`config.mk`:
```
export PLATFORM = sky130hd
export DESIGN_NAME = manchester_tx
export DESIGN_NICKNAME = d
export VERILOG_FILES = /design/src/rtl/mtx_pkg.sv /design/src/rtl/mtx_seq.sv /design/src/rtl/mtx_wave.sv /design/src/rtl/mtx_done.sv /design/src/rtl/manchester_tx.sv
export SDC_FILE = /design/constraint.sdc
export NUM_CORES = 1
export LEC_CHECK = 0
export BUFFER_PORTS_ARGS = -buffer_cell sky130_fd_sc_hd__clkbuf_2
export CAP_MARGIN = 20
export CORE_MARGIN = 4
export CORE_UTILIZATION = 59
export CTS_CLUSTER_SIZE = 12
export DETAILED_ROUTE_END_ITERATION = 16
export GPL_TIMING_DRIVEN = 0
export HOLD_SLACK_MARGIN = 0.15
export PLACE_DENSITY = 0.82
export SLEW_MARGIN = 0
export SYNTH_ARGS = -nofsm -noshare
export SYNTH_HDL_FRONTEND = slang
export SYNTH_HIERARCHICAL = 1
export SYNTH_SLANG_ARGS = --single-unit
```
`constraint.sdc`:
```
create_clock -name clk -period 6.8 [get_ports clk]
set_input_delay 1.02 -clock clk [delete_from_list [all_inputs] [get_ports clk]]
set_output_delay 1.02 -clock clk [all_outputs]
set_load 0.05 [all_outputs]
```
`src/rtl/mtx_pkg.sv`:
```
// Shared types for the Manchester word transmitter.
// Assumes a fixed 16-bit payload; the entry layout is decoded by the bench.
package mtx_pkg;
    localparam int DATA_W = 16;
    localparam int IDX_W  = $clog2(DATA_W);

    // One queued word with its fault controls (packed MSB first)
    typedef struct packed {
        logic [IDX_W-1:0]  err_bit;
        logic              e_biph;
        logic              e_midsync;
        logic              e_mid;
        logic              e_wcnt;
        logic              e_sync;
        logic              e_par;
        logic              e_bitcnt;
        logic              sync_cmd;
        logic [DATA_W-1:0] data;
    } tx_entry_t;

    localparam int ENTRY_W = $bits(tx_entry_t);

    typedef enum logic [1:0] {W_IDLE, W_SYNC, W_DATA, W_PAR} wave_st_e;
endpackage

```
`src/rtl/mtx_seq.sv`:
```
// Word sequencer: decides when the head queue entry is taken.
// Assumes a show-ahead queue; an entry is taken only when the
// waveform engine is free or finishing its parity bit.
module mtx_seq (
    input  logic clk,
    input  logic rst_n,
    input  logic send_en,
    input  logic fifo_empty,
    input  logic can_take,
    output logic fifo_rd_en,
    output logic start
);
    // Take the head entry when allowed and available
    always_comb begin
        fifo_rd_en = can_take && send_en && !fifo_empty;
        start      = fifo_rd_en;
    end

    // a pop never happens without permission and data
    p_pop_gated_r1: assert property (@(posedge clk) disable iff (!rst_n)
        fifo_rd_en |-> (send_en && !fifo_empty));
endmodule

```
`src/rtl/mtx_wave.sv`:
```
// Waveform engine: emits sync, payload bits and parity of one entry,
// with the fault controls applied per slot. Accepts a new entry on
// the last parity tick so words run back to back.
// Assumes TICKS_PER_BIT is even and MID_DELAY < TICKS_PER_BIT/2.
module mtx_wave
    import mtx_pkg::*;
#(
    parameter int TICKS_PER_BIT = 12,
    parameter int MID_DELAY     = 4
) (
    input  logic      clk,
    input  logic      rst_n,
    input  logic      start,
    input  tx_entry_t entry_in,
    output logic      busy,
    output logic      word_end,
    output logic      tx_out
);
    localparam int HALF      = TICKS_PER_BIT / 2;
    localparam int SYNC_LEN  = 3 * TICKS_PER_BIT;
    localparam int SYNC_HALF = SYNC_LEN / 2;
    localparam int CNT_W     = $clog2(SYNC_LEN + 1);

    wave_st_e          st;
    logic [CNT_W-1:0]  tick;
    logic [IDX_W-1:0]  bidx;
    logic [DATA_W-1:0] shreg;
    tx_entry_t         ent;
    logic              rep_done;

    logic [CNT_W-1:0]  slot_len, slot_half;
    logic              first, flat, hit, last_tick, repeat_now;
    logic [IDX_W-1:0]  last_idx;

    // Shape of the current slot: length, crossing point, first level
    always_comb begin
        hit       = (bidx == ent.err_bit);
        slot_len  = CNT_W'(TICKS_PER_BIT);
        slot_half = CNT_W'(HALF);
        first     = 1'b0;
        flat      = 1'b0;
        unique case (st)
            W_SYNC: begin
                slot_len = CNT_W'(SYNC_LEN);
                if (ent.e_sync)         slot_half = CNT_W'(TICKS_PER_BIT);
                else if (ent.e_midsync) slot_half = CNT_W'(SYNC_HALF + MID_DELAY);
                else                    slot_half = CNT_W'(SYNC_HALF);
                first = ent.sync_cmd;
            end
            W_DATA: begin
                if (ent.e_mid && hit) slot_half = CNT_W'(HALF + MID_DELAY);
                first = shreg[DATA_W-1];
                flat  = ent.e_biph && hit;
            end
            W_PAR:   first = ~(^ent.data) ^ ent.e_par;
            default: first = 1'b0;
        endcase
    end

    // Slot and word boundary decode
    always_comb begin
        last_tick  = (tick == slot_len - 1'b1);
        last_idx   = ent.e_bitcnt ? IDX_W'(DATA_W - 2) : IDX_W'(DATA_W - 1);
        repeat_now = ent.e_wcnt && !rep_done;
        word_end   = (st == W_PAR) && last_tick && !repeat_now;
        busy       = (st != W_IDLE);
        tx_out     = busy && ((flat || (tick < slot_half)) ? first : ~first);
    end

    // Slot sequencing, tick counting and payload shifting
    always_ff @(posedge clk) begin
        if (!rst_n) begin
            st       <= W_IDLE;
            tick     <= '0;
            bidx     <= '0;
            shreg    <= '0;
            ent      <= '0;
            rep_done <= 1'b0;
        end else if (start) begin
            ent      <= entry_in;
            shreg    <= entry_in.data;
            st       <= W_SYNC;
            tick     <= '0;
            bidx     <= '0;
            rep_done <= 1'b0;
        end else if (st != W_IDLE) begin
            if (!last_tick) begin
                tick <= tick + 1'b1;
            end else begin
                tick <= '0;
                unique case (st)
                    W_SYNC: st <= W_DATA;
                    W_DATA: begin
                        if (bidx == last_idx) st <= W_PAR;
                        else begin
                            bidx  <= bidx + 1'b1;
                            shreg <= shreg << 1;
                        end
                    end
                    W_PAR: begin
                        if (repeat_now) begin
                            st       <= W_SYNC;
                            bidx     <= '0;
                            shreg    <= ent.data;
                            rep_done <= 1'b1;
                        end else begin
                            st <= W_IDLE;
                        end
                    end
                    default: st <= W_IDLE;
                endcase
            end
        end
    end

    // the line rests low outside a word
    p_idle_low_r1: assert property (@(posedge clk) disable iff (!rst_n)
        (st == W_IDLE) |-> !tx_out);
    // a new entry is only accepted when the engine can take it
    p_start_free_r4: assert property (@(posedge clk) disable iff (!rst_n)
        start |-> ((st == W_IDLE) || word_end));
    // inside a data bit the line only moves at the crossing
    p_bit_hold_r2: assert property (@(posedge clk) disable iff (!rst_n)
        (st == W_DATA && tick != '0 && tick != slot_half) |-> (tx_out == $past(tx_out)));
endmodule

```
`src/rtl/mtx_done.sv`:
```
// Completion timer: after a message ends, waits DONE_TICKS ticks,
// then sets the completion flag and pulses the interrupt once.
// Assumes busy is low only between messages.
module mtx_done #(
    parameter int DONE_TICKS = 24
) (
    input  logic clk,
    input  logic rst_n,
    input  logic busy,
    output logic done,
    output logic irq
);
    localparam int DW = $clog2(DONE_TICKS + 1);

    logic [DW-1:0] cnt;
    logic          armed;

    // Count idle ticks after a message and raise completion
    always_ff @(posedge clk) begin
        if (!rst_n) begin
            cnt   <= '0;
            armed <= 1'b0;
            done  <= 1'b0;
            irq   <= 1'b0;
        end else begin
            irq <= 1'b0;
            if (busy) begin
                cnt   <= '0;
                armed <= 1'b1;
                done  <= 1'b0;
            end else if (armed) begin
                if (cnt == DW'(DONE_TICKS - 1)) begin
                    done  <= 1'b1;
                    irq   <= 1'b1;
                    armed <= 1'b0;
                end else begin
                    cnt <= cnt + 1'b1;
                end
            end
        end
    end

    // interrupt is a single-cycle pulse
    p_irq_pulse_r12: assert property (@(posedge clk) disable iff (!rst_n)
        irq |=> !irq);
    // completion is never raised while the line is in use
    p_irq_idle_r12: assert property (@(posedge clk) disable iff (!rst_n)
        irq |-> (!busy && done));
    // an active message clears completion
    p_done_clear_r12: assert property (@(posedge clk) disable iff (!rst_n)
        busy |=> !done);
endmodule

```
`src/rtl/manchester_tx.sv`:
```
// Top of the Manchester word transmitter with fault injection.
// Joins the sequencer, waveform engine and completion timer.
// Assumes a show-ahead queue whose head is valid while not empty.
module manchester_tx
    import mtx_pkg::*;
#(
    parameter int TICKS_PER_BIT = 12,
    parameter int MID_DELAY     = 4,
    parameter int DONE_TICKS    = 24
) (
    input  logic               clk,
    input  logic               rst_n,
    input  logic               send_en,
    input  logic               fifo_empty,
    input  logic [ENTRY_W-1:0] fifo_rd_data,
    output logic               fifo_rd_en,
    output logic               tx_out,
    output logic               tx_active,
    output logic               tx_done,
    output logic               tx_irq
);
    tx_entry_t head;
    logic      start, busy, word_end, can_take;

    // Decode the head entry and the take window
    always_comb begin
        head     = tx_entry_t'(fifo_rd_data);
        can_take = !busy || word_end;
    end

    mtx_seq u_seq (
        .clk        (clk),
        .rst_n      (rst_n),
        .send_en    (send_en),
        .fifo_empty (fifo_empty),
        .can_take   (can_take),
        .fifo_rd_en (fifo_rd_en),
        .start      (start)
    );

    mtx_wave #(
        .TICKS_PER_BIT (TICKS_PER_BIT),
        .MID_DELAY     (MID_DELAY)
    ) u_wave (
        .clk      (clk),
        .rst_n    (rst_n),
        .start    (start),
        .entry_in (head),
        .busy     (busy),
        .word_end (word_end),
        .tx_out   (tx_out)
    );

    mtx_done #(
        .DONE_TICKS (DONE_TICKS)
    ) u_done (
        .clk   (clk),
        .rst_n (rst_n),
        .busy  (busy),
        .done  (tx_done),
        .irq   (tx_irq)
    );

    assign tx_active = busy;
endmodule

```
* Word level (Yosys, flattened, before mapping)
Cells that the tools add are included.
Storage, ports and cells: logic and storage cells 103, output and inout port bits 5, register bits 65
Cells by class: reduce and logical (&&, ||, !) cells 30, add/subtract/negate cells 4, bitwise gates (word level) 6, magnitude comparators 1, equal/unequal tests 13, multiplexer cells 29
Operators by type and width (count):
- two-way mux 16 bit | 5
- one-hot mux 16 bit (2 select lines) | 1
- two-way mux 6 bit | 3
- XOR reduction 16 bit | 1
- two-way mux 4 bit | 3
- one-hot mux 6 bit (2 select lines) | 1
- two-way mux 1 bit | 11
- AND reduction 5 bit | 2
- == test 4 bit | 2
- logical AND 1 bit | 8
- one-hot mux 4 bit (2 select lines) | 1
- nonzero test 2 bit | 4
- adder 6 x 1 -> 6 bit (second input constant) | 1
- == test 6 bit | 1
- < comparator 6 bit | 1
- inequality test 3 x 2 -> 1 bit (second input constant) | 2
- one-hot mux 2 bit (3 select lines) | 1
- AND reduction 3 bit | 2
- subtractor 6 x 1 -> 6 bit (second input constant) | 1
- adder 5 x 1 -> 5 bit (second input constant) | 1
- == test 5 bit (second input constant) | 1
- inverter 1 bit | 5
- adder 4 x 1 -> 4 bit (second input constant) | 1
- == test 2 bit (second input constant) | 2
- other kinds (15) | 22

* Logic depth before layout (Yosys ltp)
Gate-level depths: netlist of the first run.
word-level depth 11, mapped depth 12

* Modules after synthesis
Netlist of the first run, hierarchy kept.
By module, submodules not included:
- mtx_wave | cells each 325, area each 3062.9 µm², instances 1, sequential area each 1141.1 µm²
- mtx_done | cells each 38, area each 354.1 µm², instances 1, sequential area each 160.2 µm²
- mtx_seq | cells each 2, area each 16.3 µm², instances 1, sequential area each 0.0 µm²
- manchester_tx | cells each 1, area each 6.3 µm², instances 1, sequential area each 0.0 µm²

* Worst setup path after synthesis of the first run
OpenSTA, ideal clock, no wires.
path kind flip-flop to output port, start reg u_wave.bidx[0], end out tx_out, arrival 2580 ps, slack 3200 ps, cell stages (with the launch flop) 11, path buffers 0, path through dfxtp_1 xor2_1 nor4_1 a32o_1 nand2_1 ha_1 nor4_1 a32o_1 nor2_1 or3_1 nand4_1
On the way: longest elaborated chain between the ends 8, elaborated cells on any way between the ends 10
RTL lines:
- start: declaration | RTL line mtx_wave.sv:26 | logic [IDX_W-1:0] bidx;
- start signal: assignment | RTL line mtx_wave.sv:96 | bidx <= bidx + 1'b1;
- == test 4 bit * | RTL line mtx_wave.sv:37 | hit = (bidx == ent.err_bit);
- logical AND 1 bit | RTL line mtx_wave.sv:51 | if (ent.e_mid && hit) slot_half = CNT_W'(HALF + MID_DELAY);
- two-way mux 4 bit | RTL line mtx_wave.sv:51
- one-hot mux 6 bit (2 select lines) | RTL line mtx_wave.sv:42 | unique case (st)
- < comparator 6 bit | RTL line mtx_wave.sv:67 | tx_out = busy && ((flat || (tick < slot_half)) ? first : ~first);
- logical OR 1 bit * | RTL line mtx_wave.sv:67
- two-way mux 1 bit * | RTL line mtx_wave.sv:67
- logical AND 1 bit * | RTL line mtx_wave.sv:67
- end: declaration | RTL line manchester_tx.sv:17 | output logic tx_out,
Mark *: on every way between the ends. The rest lies on a longest branch, timed or not.

* Final worst setup path of the first run
Ends and elaborated chain as after synthesis.

==> results of run 1 <==
==> routing by layer <==
layer / global-route usage / routed length [um] / up-vias
li1: - / - / 1351
met1: 0.247 / 3180 / 1286
met2: 0.369 / 3620 / 54
met3: 0.0638 / 299 / 18
met4: 0.102 / 174 / 0
met5: 0 / 0 / -
==> layout make-up <==
type | instances | area, um2 | area share
Sequential cell | 65 | 1300 | 0.333
Tap cell | 72 | 90.1 | 0.0231
Clock buffer | 12 | 155 | 0.0397
Multi-Input combinational cell | 278 | 2030 | 0.520
Clock inverter | 3 | 40.0 | 0.0103
Inverter | 4 | 15.0 | 0.00384
Timing Repair Buffer | 36 | 180 | 0.0461
Buffer | 19 | 93.8 | 0.0240
==> cell families after synthesis <==
group	Yosys count	share of synthesized area
XOR/XNOR	28	0.0713
flip-flops	65	0.378
adder cells (fa/ha/maj)	10	0.0364
buffers and inverters	23	0.0316
multiplexers	49	0.148
AND/OR/NAND/NOR	137	0.223
AO/OA/AOI/OAI	54	0.111
==> how the worst max path moves through the flow <==
stage | from | endpoint | depth (start not counted)
floorplan | u_wave/bidx[0] | tx_out | 10
global placement | u_wave/bidx[0] | tx_out | 11
detailed placement | u_wave/bidx[0] | tx_out | 11
CTS | u_wave/bidx[0] | tx_out | 11
global route | u_wave/bidx[0] | tx_out | 11
finish | u_wave/bidx[0] | tx_out | 11
==> layout by cell type, fill, tap and decap left out, types with 3 or more instances in the layout <==
cell type,instances
clkbuf_8,11
nor2_1,18
inv_1,4
clkbuf_1,15
mux2i_1,33
o21ai_0,19
clkbuf_2,36
dfxtp_1,65
xor2_1,13
nor4_1,4
a21oi_1,5
and2_1,15
nor3_1,3
nor3b_2,3
nand3_1,5
nand2_1,30
mux2_2,16
xnor2_1,15
nand2b_1,23
nand4_1,4
ha_1,10
a21boi_0,15
nor2b_1,21
==> power by group <==
group	internal [mW]	switching (mW)
Sequential	0.395	0.0110
Combinational	0.0466	0.0530
Clock	0.186	0.144
==> worst register-to-register path: cells and delay by family, from the launching register on <==
family          cells  cell delay (ns)
compound gates      1             0.25
mux                 1             0.29
buf+inv             5             1.73
simple gates        3             0.34
fa+ha+maj           1             0.18
flops               1             0.41
==> flip-flops by register name (all words and copies together), names as in the netlist <==
name,flops
u_done/cnt,5
u_done/done,1
u_done/armed,1
u_wave/tick,6
u_wave/st,2
u_wave/shreg,16
u_wave/bidx,4
u_wave/ent,28
u_done/irq,1
u_wave/rep_done,1
==> metrics.txt, run 1 <==
Hold Crit Start=u_wave/shreg[0]; number of cells after detailed placement=474; EDFF count, synth=0; R2R Setup Slk=3.49 ns; worst min path class=reg2reg; register bit total from synthesis=65; Post CTS Setup Buffer Count=0; hold_ws=0.466 ns; Die Y=84.4 um; CTS tree=done; CP Data Required Time=5.78 ns; Iteration-0 DRC Markers=111; Layout area overhead=13.5%; Top Ports=37; Setup violations, final=0; layout cell share with drive strength beyond 1=0.185; Hold EP=u_wave/shreg[0]; leakage=1.53 nW; Mapped Cells=366; CP Max Fanout=6; Routed wire per std cell=14.9 um; CTS sink cnt=65; ANT nets after route=0; Netlist cell types=43; top-count cell post-synth=dfxtp_1; clock latency on the worst-skew pair=0.34 ns; sequential share of the synthesized area=0.378; Worst setup EP type=output pin; worst path bufs/invs=1; Nets=455; worst stage delay on the critical path=0.65 ns; Final Hold Viols=0; Tot Pwr=0.836 mW; Yosys top cell by area=dfxtp_1; Worst R2R End=u_wave/ent[21]; final clock skew=0.00519 ns; pwr dens=214 nW/um2; clk buf depth=2; worst slack, placed=2.72 ns; H-Tree Depth=3; Reg-to-Reg Start=u_wave/st[0]; GRT Util Overall=0.216; Ys Warns=6; syn_nets=408; ANT cells=0; max cap viols=0; RSZ-0062 raised after global routing=no; CP delay by family, top=simple AND/OR/NAND/NOR gates; initial antenna violation count=0; Main synth FF type=dfxtp_1; Worst-path clk slew=0.07 ns; Synth top area share=0.378; WS Path Type=reg2out; synthesized area=3440 um2; global-route wire length before repair=12,400 um; Least-Margin Pin Slew=0.823 ns; f_max=221 MHz; post-DR vias/cell=5.54; Final TNS setup=0 ns; status=completed; Max Slew Vio Count=0; Final Non-Filler Cells=489; Mean Syn Cell Area=9.40 um2; worst vdd ir=0.000181 V; Num CTS Buffers=9; Rows=27; detailed-route wire length=7280 um; relative slew slack=0.451; root buffer selected by CTS=clkbuf_8; most common library cells after synthesis=65 x dfxtp_1, 33 x mux2i_1, 30 x nand2_1; DR pass1 iterations=4; dpl hpwl=5310 um; Port Buf Inserts=36; top cells by area, synth=dfxtp_1 38%, mux2i_1 9.6%, mux2_2 5.2%; number of global-route vias before repair=2,759; Vias=2,709; largest net degree at the start of global routing=11; CP arrival=3.51 ns; final RePlAce weighted congestion=0.745; final global-route overflow total=0; cts hold-fix bufs=0; ys async rst share=0; final worst-path setup slack=2.27 ns; number of fill cells in the layout=435; Die Area=7110 um2; type of origin of the critical path=flop; worst r2r path cells=11; Initial Util=0.617; final instance area=3910 um2; DRC violations left=0; Final Util=0.701; slowest stage cell, crit path=nor4_1; final period utilization=0.666; Die W=84.4 um; crit path time final=4.53 ns; critical-path cell list=xor2_1 > nor4_1 > a32o_1 > nand2_1 > ha_1 > nor4_1 > a32o_1 > nor2_1 > or3_1 > nand4_1 > clkbuf_2; Hold Path Stages=2; Core Box Area=5570 um2; placed cell areas=3710 um2; cts repair resizes=0
(Power assumes the default switching activity.)
==> run 2, diff against run 1 <==
- ABC_AREA: not set -> 1
- CORE_UTILIZATION: 59 -> 53
- PLACE_DENSITY: 0.82 -> 0.78
- clock period: 6.8 -> 3.8 ns (I/O delays scaled with it)
==> metrics.txt, run 2 <==
Initial Util=0.542 (was 0.617); clock latency on the worst-skew pair=0.34 ns (about the same); GRT Util Overall=0.228 (was 0.216); status=completed (unchanged); worst vdd ir=0.000267 V (was 0.000181 V); most common library cells after synthesis=158 x nand2_1, 65 x dfxtp_1, 49 x inv_1 (was 65 x dfxtp_1, 33 x mux2i_1, 30 x nand2_1); initial antenna violation count=0 (unchanged); Nets=585 (was 455); number of global-route vias before repair=3,087 (was 2,759); Max Slew Vio Count=0 (unchanged); Core Box Area=6310 um2 (was 5570 um2); layout cell share with drive strength beyond 1=0.146 (was 0.185); Routed wire per std cell=13.2 um (was 14.9 um); pwr dens=422 nW/um2 (was 214 nW/um2); Post CTS Setup Buffer Count=0 (unchanged); Final TNS setup=0 ns (unchanged); ys async rst share=0 (unchanged); number of cells after detailed placement=609 (was 474); Layout area overhead=15.6% (was 13.5%); Worst-path clk slew=0.07 ns (about the same); Ys Warns=6 (unchanged); critical-path cell list=inv_1 > nor2_1 > nor3_2 > nand3_1 > o22ai_1 > nand2_1 > ha_1 > a21o_1 > a211oi_1 > o21ai_0 > o21ai_0 > nand3_1 > nand2_1 > nor2_1 > clkbuf_4 (was xor2_1 > nor4_1 > a32o_1 > nand2_1 > ha_1 > nor4_1 > a32o_1 > nor2_1 > or3_1 > nand4_1 > clkbuf_2); Vias=3,407 (was 2,709); synthesized area=3420 um2 (was 3440 um2); top-count cell post-synth=nand2_1 (was dfxtp_1); P_sw=0.427 mW (was 0.208 mW); detailed-route wire length=8250 um (was 7280 um); final global-route overflow total=0 (unchanged); EDFF count, synth=0 (unchanged); top cells by area, synth=dfxtp_1 38%, nand2_1 17%, inv_1 5.4% (was dfxtp_1 38%, mux2i_1 9.6%, mux2_2 5.2%); Main synth FF type=dfxtp_1 (unchanged); combinational share of power=0.132 (was 0.119); Flop pwr share=0.438 (was 0.486); Synth Area in Simple Gates=0.318 (was 0.223); Synth top area share=0.380 (was 0.378); final clock skew=0.00876 ns (was 0.00519 ns); XOR/XNOR Fraction of Synth Area=0.0128 (was 0.0713); syn_nets=538 (was 408); root buffer selected by CTS=clkbuf_8 (unchanged); cts repair resizes=0 (unchanged); final period utilization=0.883; Iteration-0 DRC Markers=218 (was 111); clk buf depth=2 (unchanged); CTS tree=done (unchanged); crit path time final=3.36 ns; register bit total from synthesis=65 (unchanged); Mean Syn Cell Area=6.90 um2 (was 9.40 um2); number of fill cells in the layout=620 (was 435); CP arrival=2.79 ns (was 3.51 ns); post-DR vias/cell=5.45 (was 5.54); Reg with most FFs=u_wave/ent (unchanged); Die Area=7810 um2 (was 7110 um2); H-Tree Depth=3 (unchanged); Hold Path Stages=3 (was 2); WS Path Type=reg2out (unchanged); worst stage delay on the critical path=0.35 ns (was 0.65 ns); Worst setup EP type=output pin (unchanged); DR pass1 iterations=7 (was 4); Setup violations, final=0 (unchanged); Synth Area in Compound Gates=0.166 (was 0.111); Rows=29 (was 27); slowest stage cell, crit path=dfxtp_1 (was nor4_1); Final Hold Viols=0 (unchanged); f_max=298 MHz; Tot Pwr=1.67 mW (was 0.836 mW); Sw Ratio=0.256 (was 0.249); Cell Int Power=1.24 mW (was 0.628 mW); Final Non-Filler Cells=625 (was 489); worst min path class=in2reg (was reg2reg); Least-Margin Pin Slew=0.519 ns (was 0.823 ns); CP Max Fanout=5 (was 6); Yosys top cell by area=dfxtp_1 (unchanged); post-synthesis adder-cell area fraction=0.0365 (was 0.0364); max reg flops=28 (unchanged); Die Y=88.4 um (was 84.4 um); multi-input logic area=1840 um2 (was 2030 um2); RSZ-0062 raised after global routing=no (unchanged); Mapped Cells=496 (was 366); most common cell after layout, fill and taps aside=nand2_1 (was dfxtp_1); max cap viols=0 (unchanged); largest family of logic cells by synthesized area=simple AND/OR/NAND/NOR gates (unchanged); hold_ws=0.446 ns (was 0.466 ns); Die W=88.4 um (was 84.4 um); DRC violations left=0 (unchanged); Port Buf Inserts=36 (unchanged); global-route wire length before repair=13,900 um (was 12,400 um); relative slew slack=0.654 (was 0.451); sequential share of the synthesized area=0.380 (was 0.378); type of origin of the critical path=flop (unchanged); clock group share of total power=0.430 (was 0.395); CTS sink cnt=65 (unchanged); Top Ports=37 (unchanged); largest net degree at the start of global routing=12 (was 11); CP Data Required Time=3.23 ns (was 5.78 ns); Num CTS Buffers=9 (unchanged); ANT cells=0 (unchanged); leakage=1.70 nW (was 1.53 nW); ANT nets after route=0 (unchanged); largest registers=u_wave/ent: 28 flops, u_wave/shreg: 16 flops, u_wave/tick: 6 flops (unchanged); Netlist cell types=35 (was 43); Sequential Area=1300 um2 (unchanged); worst r2r path cells=16 (was 11); final RePlAce weighted congestion=0.907 (was 0.745); cts hold-fix bufs=0 (unchanged); mux cell area share after synthesis=0 (was 0.148); dpl hpwl=6090 um (was 5310 um); most frequent cells in the layout=158 x nand2_1, 65 x dfxtp_1, 49 x inv_1 (was 65 x dfxtp_1, 36 x clkbuf_2, 33 x mux2i_1)
-- run 2: cell count changes after synthesis, moves of 17 or more --
| cell | change |
|---|---|
| o22ai_1 | +17 |
| nor2b_1 | -21 |
| mux2i_1 | -33 |
| nand2b_1 | -23 |
| inv_1 | +45 |
| nand3_1 | +25 |
| nand2_1 | +128 |
-- run 2: layout make-up --
class / instances / area share
timing repair buffer: 36 / 0.0462
clock buffer: 11 / 0.0357
buffer: 18 / 0.0237
sequential: 65 / 0.329
clock inverter: 5 / 0.0259
inverter: 54 / 0.0512
multi-input combinational: 359 / 0.464
tap: 77 / 0.0243
-- run 2: routing by layer --
metal,vias to the layer above,GRT usage,part of all wire
met2,91,0.370,0.45
met4,0,0.111,0.024
met1,1564,0.290,0.47
met5,-,0,0
li1,1735,-,-
met3,17,0.0447,0.052
-- run 2: critical path, delay by kind of cell (launching register included) --
family	cells	cell delay, ns
flops	1	0.35
compound gates	5	0.75
fa+ha+maj	1	0.29
buf+inv	2	0.33
simple gates	7	0.74
-- run 2: path summary, 6_finish.rpt --
kind | start | endpoint | slack (ns)
setup / recovery | u_wave/bidx[0] | tx_out | 0.44
setup reg to reg | u_wave/st[1] | u_wave/shreg[11] | 0.95
hold reg to reg | u_wave/ent[21] | u_wave/ent[21] | 0.45
hold / removal | fifo_rd_data[25] | u_wave/ent[25] | 0.45
-- run 2: cell families after synthesis --
group	count (synthesis)
fa+ha+maj	10
xor+xnor	5
flops	65
buf+inv	72
simple gates	250
compound gates	94
-- run 2: stage by stage --
step	instance area [um2]	setup slack, ns	utilization
after CTS	3950	0.295	0.625
final	3960	0.443	0.627
after global placement	3700	0.776	0.586
after global routing	3960	0.0749	0.627
after floorplan	3420	0.753	-
after detailed placement	3700	0.685	0.586
-- run 2: power groups by stage --
stage	clock [mW]	combinational, mW	sequential, mW
2_1_floorplan	0	0.157	0.743
3_3_place_gp	0	0.208	0.746
3_5_place_dp	0	0.216	0.747
4_1_cts	0.732	0.218	0.732
5_1_grt	0.767	0.247	0.736
6_report	0.718	0.221	0.732
